`src/rtl/tlb_pkg.sv`:
```
package tlb_pkg;

   typedef enum logic [1:0] {
      INV_PAGE     = 2'b00,
      INV_SPACE    = 2'b01,
      INV_ALL      = 2'b10,
      INV_PAGE_ANY = 2'b11
   } inv_kind_e;

endpackage

```
`src/rtl/tlb_match.sv`:
```
module tlb_match #(
   parameter int ENTRIES = 16,
   parameter int VPN_W   = 20,
   parameter int PFN_W   = 20,
   parameter int ASID_W  = 8
) (
   input  logic [ENTRIES-1:0]             valid_i,
   input  logic [ENTRIES-1:0]             glob_i,
   input  logic [ENTRIES-1:0]             pw_i,
   input  logic [ENTRIES-1:0]             px_i,
   input  logic [ENTRIES-1:0][VPN_W-1:0]  vpn_i,
   input  logic [ENTRIES-1:0][PFN_W-1:0]  pfn_i,
   input  logic [ENTRIES-1:0][ASID_W-1:0] asid_i,
   input  logic [VPN_W-1:0]               key_vpn_i,
   input  logic [ASID_W-1:0]              key_asid_i,
   output logic                           hit_o,
   output logic [PFN_W-1:0]               pfn_o,
   output logic                           pw_o,
   output logic                           px_o
);

   logic [ENTRIES-1:0] hit_vec;

   // one comparator per slot
   for (genvar g = 0; g < ENTRIES; g++) begin : g_cmp
      assign hit_vec[g] = valid_i[g] && (vpn_i[g] == key_vpn_i) &&
                          (glob_i[g] || (asid_i[g] == key_asid_i));
   end

   // and-or select; at most one slot matches because installs follow misses
   always_comb begin
      hit_o = |hit_vec;
      pfn_o = '0;
      pw_o  = 1'b0;
      px_o  = 1'b0;
      for (int i = 0; i < ENTRIES; i++) begin
         if (hit_vec[i]) begin
            pfn_o = pfn_o | pfn_i[i];
            pw_o  = pw_o | pw_i[i];
            px_o  = px_o | px_i[i];
         end
      end
   end

endmodule

```
`src/rtl/tlb_inv_sel.sv`:
```
module tlb_inv_sel
   import tlb_pkg::*;
#(
   parameter int ENTRIES = 16,
   parameter int VPN_W   = 20,
   parameter int ASID_W  = 8
) (
   input  logic [ENTRIES-1:0]             valid_i,
   input  logic [ENTRIES-1:0]             glob_i,
   input  logic [ENTRIES-1:0][VPN_W-1:0]  vpn_i,
   input  logic [ENTRIES-1:0][ASID_W-1:0] asid_i,
   input  inv_kind_e                      kind_i,
   input  logic [VPN_W-1:0]               vpn_key_i,
   input  logic [ASID_W-1:0]              asid_key_i,
   output logic [ENTRIES-1:0]             kill_o
);

   for (genvar g = 0; g < ENTRIES; g++) begin : g_kill
      logic page_eq;
      logic space_eq;
      assign page_eq  = (vpn_i[g] == vpn_key_i);
      assign space_eq = (asid_i[g] == asid_key_i);
      always_comb begin
         unique case (kind_i)
            INV_PAGE:     kill_o[g] = valid_i[g] && page_eq && (space_eq || glob_i[g]);
            INV_SPACE:    kill_o[g] = valid_i[g] && space_eq && !glob_i[g];
            INV_ALL:      kill_o[g] = valid_i[g];
            INV_PAGE_ANY: kill_o[g] = valid_i[g] && page_eq;
            default:      kill_o[g] = 1'b0;
         endcase
      end
   end

endmodule

```
`src/rtl/tlb_victim.sv`:
```
module tlb_victim #(
   parameter int ENTRIES = 16,
   localparam int IDX_W  = (ENTRIES > 1) ? $clog2(ENTRIES) : 1
) (
   input  logic               clk,
   input  logic               rst_n,
   input  logic [ENTRIES-1:0] valid_i,
   input  logic               advance_i,
   output logic [IDX_W-1:0]   victim_o
);

   logic [IDX_W-1:0] rr_q;
   logic [IDX_W-1:0] rr_next;
   logic [IDX_W-1:0] first_free;
   logic             any_free;

   always_comb begin
      first_free = '0;
      for (int i = ENTRIES - 1; i >= 0; i--) begin
         if (!valid_i[i]) first_free = IDX_W'(i);
      end
   end

   assign any_free = ~&valid_i;
   assign victim_o = any_free ? first_free : rr_q;

   // pointer wrap: free for a power-of-two depth, compared otherwise
   if ((1 << IDX_W) == ENTRIES) begin : g_wrap_pow2
      assign rr_next = rr_q + 1'b1;
   end else begin : g_wrap_cmp
      assign rr_next = (rr_q == IDX_W'(ENTRIES - 1)) ? '0 : rr_q + 1'b1;
   end

   always_ff @(posedge clk) begin
      if (!rst_n)                     rr_q <= '0;
      else if (advance_i && !any_free) rr_q <= rr_next;
   end

endmodule

```
`src/rtl/asid_tlb.sv`:
```
module asid_tlb
   import tlb_pkg::*;
#(
   parameter int ENTRIES = 16,
   parameter int VPN_W   = 20,
   parameter int PFN_W   = 20,
   parameter int ASID_W  = 8
) (
   input  logic              clk,
   input  logic              rst_n,
   input  logic [ASID_W-1:0] cur_asid,
   input  logic              lk_valid,
   input  logic [VPN_W-1:0]  lk_vpn,
   input  logic              lk_write,
   input  logic              lk_exec,
   output logic              lk_ready,
   output logic              lk_rsp_valid,
   output logic              lk_hit,
   output logic              lk_miss,
   output logic              lk_fault,
   output logic [PFN_W-1:0]  lk_pfn,
   output logic              lk_perm_w,
   output logic              lk_perm_x,
   output logic              walk_req,
   output logic [VPN_W-1:0]  walk_vpn,
   output logic [ASID_W-1:0] walk_asid,
   input  logic              walk_rsp_valid,
   input  logic [PFN_W-1:0]  walk_pfn,
   input  logic              walk_perm_w,
   input  logic              walk_perm_x,
   input  logic              walk_global,
   input  logic              inv_valid,
   input  logic [1:0]        inv_kind,
   input  logic [VPN_W-1:0]  inv_vpn,
   input  logic [ASID_W-1:0] inv_asid,
   output logic              inv_ready,
   output logic              inv_done
);

   localparam int IDX_W = (ENTRIES > 1) ? $clog2(ENTRIES) : 1;

   if (ENTRIES < 2 || ENTRIES > 64) begin : g_bad_entries
      $error("asid_tlb: ENTRIES must lie in 2..64");
   end
   if (VPN_W < 1 || PFN_W < 1 || ASID_W < 1) begin : g_bad_width
      $error("asid_tlb: widths must be positive");
   end

   // slot storage
   logic [ENTRIES-1:0]             valid_q;
   logic [ENTRIES-1:0]             glob_q;
   logic [ENTRIES-1:0]             pw_q;
   logic [ENTRIES-1:0]             px_q;
   logic [ENTRIES-1:0][VPN_W-1:0]  vpn_q;
   logic [ENTRIES-1:0][PFN_W-1:0]  pfn_q;
   logic [ENTRIES-1:0][ASID_W-1:0] asid_q;

   // outstanding walk
   logic              pending_q;
   logic [VPN_W-1:0]  wvpn_q;
   logic [ASID_W-1:0] wasid_q;

   // invalidation held behind a walk
   logic              held_q;
   inv_kind_e         hkind_q;
   logic [VPN_W-1:0]  hvpn_q;
   logic [ASID_W-1:0] hasid_q;

   logic              lk_fire, fill_fire, inv_take;
   logic              direct_apply, held_apply, apply_fire;
   inv_kind_e         a_kind;
   logic [VPN_W-1:0]  a_vpn;
   logic [ASID_W-1:0] a_asid;
   logic              m_hit, m_pw, m_px;
   logic [PFN_W-1:0]  m_pfn;
   logic [ENTRIES-1:0] kill;
   logic [IDX_W-1:0]  victim;
   logic              perm_bad;

   assign lk_ready  = !pending_q && !held_q;
   assign inv_ready = !held_q;
   assign walk_req  = pending_q;
   assign walk_vpn  = wvpn_q;
   assign walk_asid = wasid_q;

   assign lk_fire      = lk_valid && lk_ready;
   assign fill_fire    = pending_q && walk_rsp_valid;
   assign inv_take     = inv_valid && inv_ready;
   assign direct_apply = inv_take && !pending_q;
   assign held_apply   = held_q && !pending_q;
   assign apply_fire   = direct_apply || held_apply;

   assign a_kind = held_apply ? hkind_q : inv_kind_e'(inv_kind);
   assign a_vpn  = held_apply ? hvpn_q  : inv_vpn;
   assign a_asid = held_apply ? hasid_q : inv_asid;

   tlb_match #(
      .ENTRIES(ENTRIES), .VPN_W(VPN_W), .PFN_W(PFN_W), .ASID_W(ASID_W)
   ) u_match (
      .valid_i(valid_q), .glob_i(glob_q), .pw_i(pw_q), .px_i(px_q),
      .vpn_i(vpn_q), .pfn_i(pfn_q), .asid_i(asid_q),
      .key_vpn_i(lk_vpn), .key_asid_i(cur_asid),
      .hit_o(m_hit), .pfn_o(m_pfn), .pw_o(m_pw), .px_o(m_px)
   );

   tlb_inv_sel #(
      .ENTRIES(ENTRIES), .VPN_W(VPN_W), .ASID_W(ASID_W)
   ) u_inv (
      .valid_i(valid_q), .glob_i(glob_q), .vpn_i(vpn_q), .asid_i(asid_q),
      .kind_i(a_kind), .vpn_key_i(a_vpn), .asid_key_i(a_asid),
      .kill_o(kill)
   );

   tlb_victim #(
      .ENTRIES(ENTRIES)
   ) u_victim (
      .clk(clk), .rst_n(rst_n), .valid_i(valid_q),
      .advance_i(fill_fire), .victim_o(victim)
   );

   // valid bits: invalidate and install never share an edge
   always_ff @(posedge clk) begin
      if (!rst_n) begin
         valid_q <= '0;
      end else if (apply_fire) begin
         valid_q <= valid_q & ~kill;
      end else if (fill_fire) begin
         valid_q[victim] <= 1'b1;
      end
   end

   always_ff @(posedge clk) begin
      if (fill_fire) begin
         vpn_q[victim]  <= wvpn_q;
         asid_q[victim] <= wasid_q;
         pfn_q[victim]  <= walk_pfn;
         pw_q[victim]   <= walk_perm_w;
         px_q[victim]   <= walk_perm_x;
         glob_q[victim] <= walk_global;
      end
   end

   assign perm_bad = (lk_write && !m_pw) || (lk_exec && !m_px);

   always_ff @(posedge clk) begin
      if (!rst_n) begin
         lk_rsp_valid <= 1'b0;
         lk_hit       <= 1'b0;
         lk_miss      <= 1'b0;
         lk_fault     <= 1'b0;
         lk_pfn       <= '0;
         lk_perm_w    <= 1'b0;
         lk_perm_x    <= 1'b0;
      end else begin
         lk_rsp_valid <= lk_fire;
         lk_hit       <= lk_fire && m_hit;
         lk_miss      <= lk_fire && !m_hit;
         lk_fault     <= lk_fire && m_hit && perm_bad;
         lk_pfn       <= (lk_fire && m_hit) ? m_pfn : '0;
         lk_perm_w    <= lk_fire && m_hit && m_pw;
         lk_perm_x    <= lk_fire && m_hit && m_px;
      end
   end

   always_ff @(posedge clk) begin
      if (!rst_n) begin
         pending_q <= 1'b0;
         wvpn_q    <= '0;
         wasid_q   <= '0;
      end else if (lk_fire && !m_hit) begin
         pending_q <= 1'b1;
         wvpn_q    <= lk_vpn;
         wasid_q   <= cur_asid;
      end else if (fill_fire) begin
         pending_q <= 1'b0;
      end
   end

   always_ff @(posedge clk) begin
      if (!rst_n) begin
         held_q  <= 1'b0;
         hkind_q <= INV_PAGE;
         hvpn_q  <= '0;
         hasid_q <= '0;
      end else if (inv_take && pending_q) begin
         held_q  <= 1'b1;
         hkind_q <= inv_kind_e'(inv_kind);
         hvpn_q  <= inv_vpn;
         hasid_q <= inv_asid;
      end else if (held_apply) begin
         held_q <= 1'b0;
      end
   end

   always_ff @(posedge clk) begin
      if (!rst_n) inv_done <= 1'b0;
      else        inv_done <= apply_fire;
   end

endmodule

```
`config.mk`:
```
export PLATFORM = sky130hd
export DESIGN_NAME = asid_tlb
export DESIGN_NICKNAME = d
export VERILOG_FILES = /design/src/rtl/tlb_pkg.sv /design/src/rtl/tlb_match.sv /design/src/rtl/tlb_inv_sel.sv /design/src/rtl/tlb_victim.sv /design/src/rtl/asid_tlb.sv
export SDC_FILE = /design/constraint.sdc
export NUM_CORES = 1
export LEC_CHECK = 0
export BUFFER_PORTS_ARGS = -buffer_cell sky130_fd_sc_hd__buf_2
export CAP_MARGIN = 15
export CORE_MARGIN = 2
export CORE_UTILIZATION = 64
export CTS_CLUSTER_DIAMETER = 50
export CTS_CLUSTER_SIZE = 40
export DETAILED_ROUTE_END_ITERATION = 8
export MAX_ROUTING_LAYER = met4
export PLACE_DENSITY_LB_ADDON = 0.08
export SLEW_MARGIN = 20
export SYNTH_ARGS = -nofsm -noshare
export SYNTH_HDL_FRONTEND = slang
export SYNTH_SLANG_ARGS = --single-unit
```
`constraint.sdc`:
```
create_clock -name clk -period 11.6 [get_ports clk]
set_clock_uncertainty 0.05 [all_clocks]
set_input_delay 2.32 -clock clk [delete_from_list [all_inputs] [get_ports clk]]
set_output_delay 2.32 -clock clk [all_outputs]
set_load 0.01 [all_outputs]
```
==> qor.txt <==
Fin. Hold Viols: 0
Internal: 5.39 mW
Yosys cell types: 50
P&R area growth vs syn: 10.8%
vias: 26900
vias per inst: 6.71
WP depth: 10
# H-tree levels: 3
CTS-repair resized insts: 0
crit path from: lk_vpn[7]
TritonCTS buffer count: 86
critical path peak fanout: 24
Worst Setup End Kind: flop
Reg clk slew, reported paths: 80 ps
Max stage delay cell, worst path: nor4_1
Area contributors post-synth: edfxtp_1 58%, xor2_1 10%, xnor2_1 8.6%
clk root buf: clkbuf_16
post-synth top area share: 0.583
Core Footprint: 64700 um^2
number of cell rows: 93
FF-to-FF setup slack: 7170 ps
Initial Utilization: 0.650
largest net degree at the start of global routing: 76
largest family of logic cells by synthesized area: XOR/XNOR gates
share of cells above drive strength 1: 0.146
post-route cell area: 46600 um^2
cell mode on critical path: nor4_1
Non-Filler Instances: 4001
cell count after synthesis: 2900
Period minus WS final: 5810 ps
WP buf/inv: 2
Synth area leader: edfxtp_1
Clock Path Buffers: 3
TritonRoute pass-1 iters: 5
total track usage: 0.398
hold_ws: 422 ps
critical path's largest stage delay: 900 ps
post-DP HPWL: 74300 um
register area share after synthesis: 0.634
Fill cells: 4309
switching part of the total power: 0.257
Final ANT Viol Nets: 0
most frequent cells in the layout: 816 x edfxtp_1, 485 x xor2_1, 415 x xnor2_1, 162 x nor4_1, 147 x nand2_1
max cap viols: 0
Clk pwr share: 0.421
Routed WL: 130000 um
first-pass GRT wire length: 184000 um
Slew Viols, Final: 0
Synth Area in XOR/XNOR: 0.188
Worst Path Required: 12140 ps
Die ar.: 67700 um^2
number of synthesized register bits: 923
final worst path period share: 0.501
GPL Wtd Cong: 0.927
mux share of post-synthesis cell area: 0.0224
most common cell after layout, fill and taps aside: edfxtp_1
worst reg2reg startpoint: valid_q[9]
1st-iter DRT viols: 3712
Finished Core Util: 0.720
fmax: 172 MHz
worst-skew pair later-pin latency: 700 ps
CP startpoint kind: input port
RSZ-0062 raised after global routing: no
# clock sinks: 923
Synth Area in Simple Gates: 0.0712
Seq pwr share: 0.506
Rel. slew slack: 0.200
Reg2Reg Depth: 8
status: finished clean
fin nets: 3156
cell breakdown of the critical path: buf_2 > xor2_1 > nor4_1 > nand3_1 > nor3_2 > buf_4 > nor4_1 > nand4_2 > nand2_2 > a31oi_1
placed cell count: 3834
vias in the first global route: 26400
worst hold-check path type: flop to flop
Warnings, synthesis: 0
Max IR drop VDD: 191 uV
DRC: 0
syn nets: 2989
initial antenna violation count: 9
Worst setup endpoint: lk_pfn[0]
Port-buffer cells: 145
Comb pwr share: 0.073
crit path kind: input port to flop
final setup violation count: 0
hold buffer count at cts: 0
Post-CTS Setup Bufs: 0
CTS tree: yes
switching pwr: 1.87 mW
Avg Inst Size Synth: 14.5 um^2
cell family with most CP delay: simple AND/OR/NAND/NOR gates
grt total ovfl: 0
critical path data arrival time: 6350 ps
post-DR wirelength/cell: 32.5 um
Synth Cell Area: 42000 um^2
Die H: 260 um
Leakage: 15.3 nW
setup TNS: 0 ps
width of the die: 260 um
Top Ports: 146
reg-to-reg endpoint: pw_q[7]
Post-Synth Adder-Cell Area: 0.000298
pwr/cell area: 156 nW/um^2
Post-DP Area: 43400 um^2
Slew @ Worst Pin: 1190 ps
Compound-Gate Fraction of Synth Area: 0.0561
==> final cells by class <==
cell class / count / area (um^2) / share of cell area
antenna: 6 / 15.0 / 0.000322
multi-input combinational: 1822 / 14400 / 0.308
clock inverter: 66 / 851 / 0.0183
inverter: 9 / 33.8 / 0.000725
clock buffer: 95 / 2270 / 0.0487
sequential: 923 / 26600 / 0.572
timing repair buffer: 225 / 1330 / 0.0285
tap: 855 / 1070 / 0.0230
==> through the flow <==
| step | power (mW) | setup WS (ps) |
|---|---|---|
| 6_report | 7.26 | 5790 |
| 5_1_grt | 7.42 | 5920 |
| 4_1_cts | 7.26 | 6050 |
| 3_5_place_dp | 4.26 | 5450 |
| 3_3_place_gp | 4.25 | 5560 |
| 2_1_floorplan | 4.06 | 4850 |
==> logic make-up after synthesis <==
family	count (synthesis)
simple gates	554
buf+inv	155
fa+ha+maj	1
mux	59
compound gates	308
flops	923
xor+xnor	900
==> worst min-delay path, cell delays in order, from the launching register on <==
cell	delay, ps
dfxtp_1	310
nand2_1	50
a21oi_1	60
==> synth_stat cells (all sizes together) <==
master / number
a221oi: 79
ha: 1
clkinv: 1
o211a: 16
o21bai: 1
and3: 31
o22ai: 1
clkbuf: 31
mux2i: 58
mux2: 1
edfxtp: 816
nand2: 148
nor2b: 2
a22o: 68
or2: 2
nand4: 78
xor2: 485
a41o: 5
inv: 8
nor4: 164
nand3: 35
a22oi: 40
dfxtp: 107
nor3: 49
o211ai: 3
a21o: 2
a31oi: 25
o21a: 2
a21boi: 1
buf: 115
xnor2: 415
nand2b: 2
nor2: 41
o21ai: 21
a21oi: 43
a41oi: 1
and4: 1
or3: 1
==> metal layers <==
metal,vias up,share of wire,global-route usage
met2,1843,0.46,0.601
met5,-,0,-
met1,13500,0.38,0.535
met4,0,0.043,0.159
met3,319,0.12,0.0801
li1,11200,-,-
==> sequential cells by signal, indices dropped and copies added, names as in the netlist, 2 cells and up <==
register / count
asid_q: 128
glob_q: 16
hasid_q: 8
hkind_q: 2
hvpn_q: 20
lk_pfn: 20
pfn_q: 320
pw_q: 16
px_q: 16
u_victim.rr_q: 4
valid_q: 16
vpn_q: 320
walk_asid: 8
walk_vpn: 20
==> worst min-delay path by stage <==
stage	slack [ps]	endpoint	start	cells past startpoint
6_report	420	hkind_q[0]	hkind_q[0]	2
5_1_grt	460	hkind_q[0]	hkind_q[0]	2
4_1_cts	420	hkind_q[0]	hkind_q[0]	2
3_5_place_dp	410	hkind_q[0]	hkind_q[0]	2
3_3_place_gp	390	hkind_q[1]	hkind_q[1]	2
2_1_floorplan	380	hkind_q[1]	hkind_q[1]	2
==> power groups by stage <==
stage / registers, mW / logic (mW) / clock network, mW
2_1_floorplan: 3.75 / 0.314 / 0
4_1_cts: 3.67 / 0.518 / 3.06
3_3_place_gp: 3.75 / 0.507 / 0
6_report: 3.67 / 0.531 / 3.06
5_1_grt: 3.68 / 0.550 / 3.19
3_5_place_dp: 3.75 / 0.514 / 0
No activity file was read; power rests on OpenSTA's default activity.
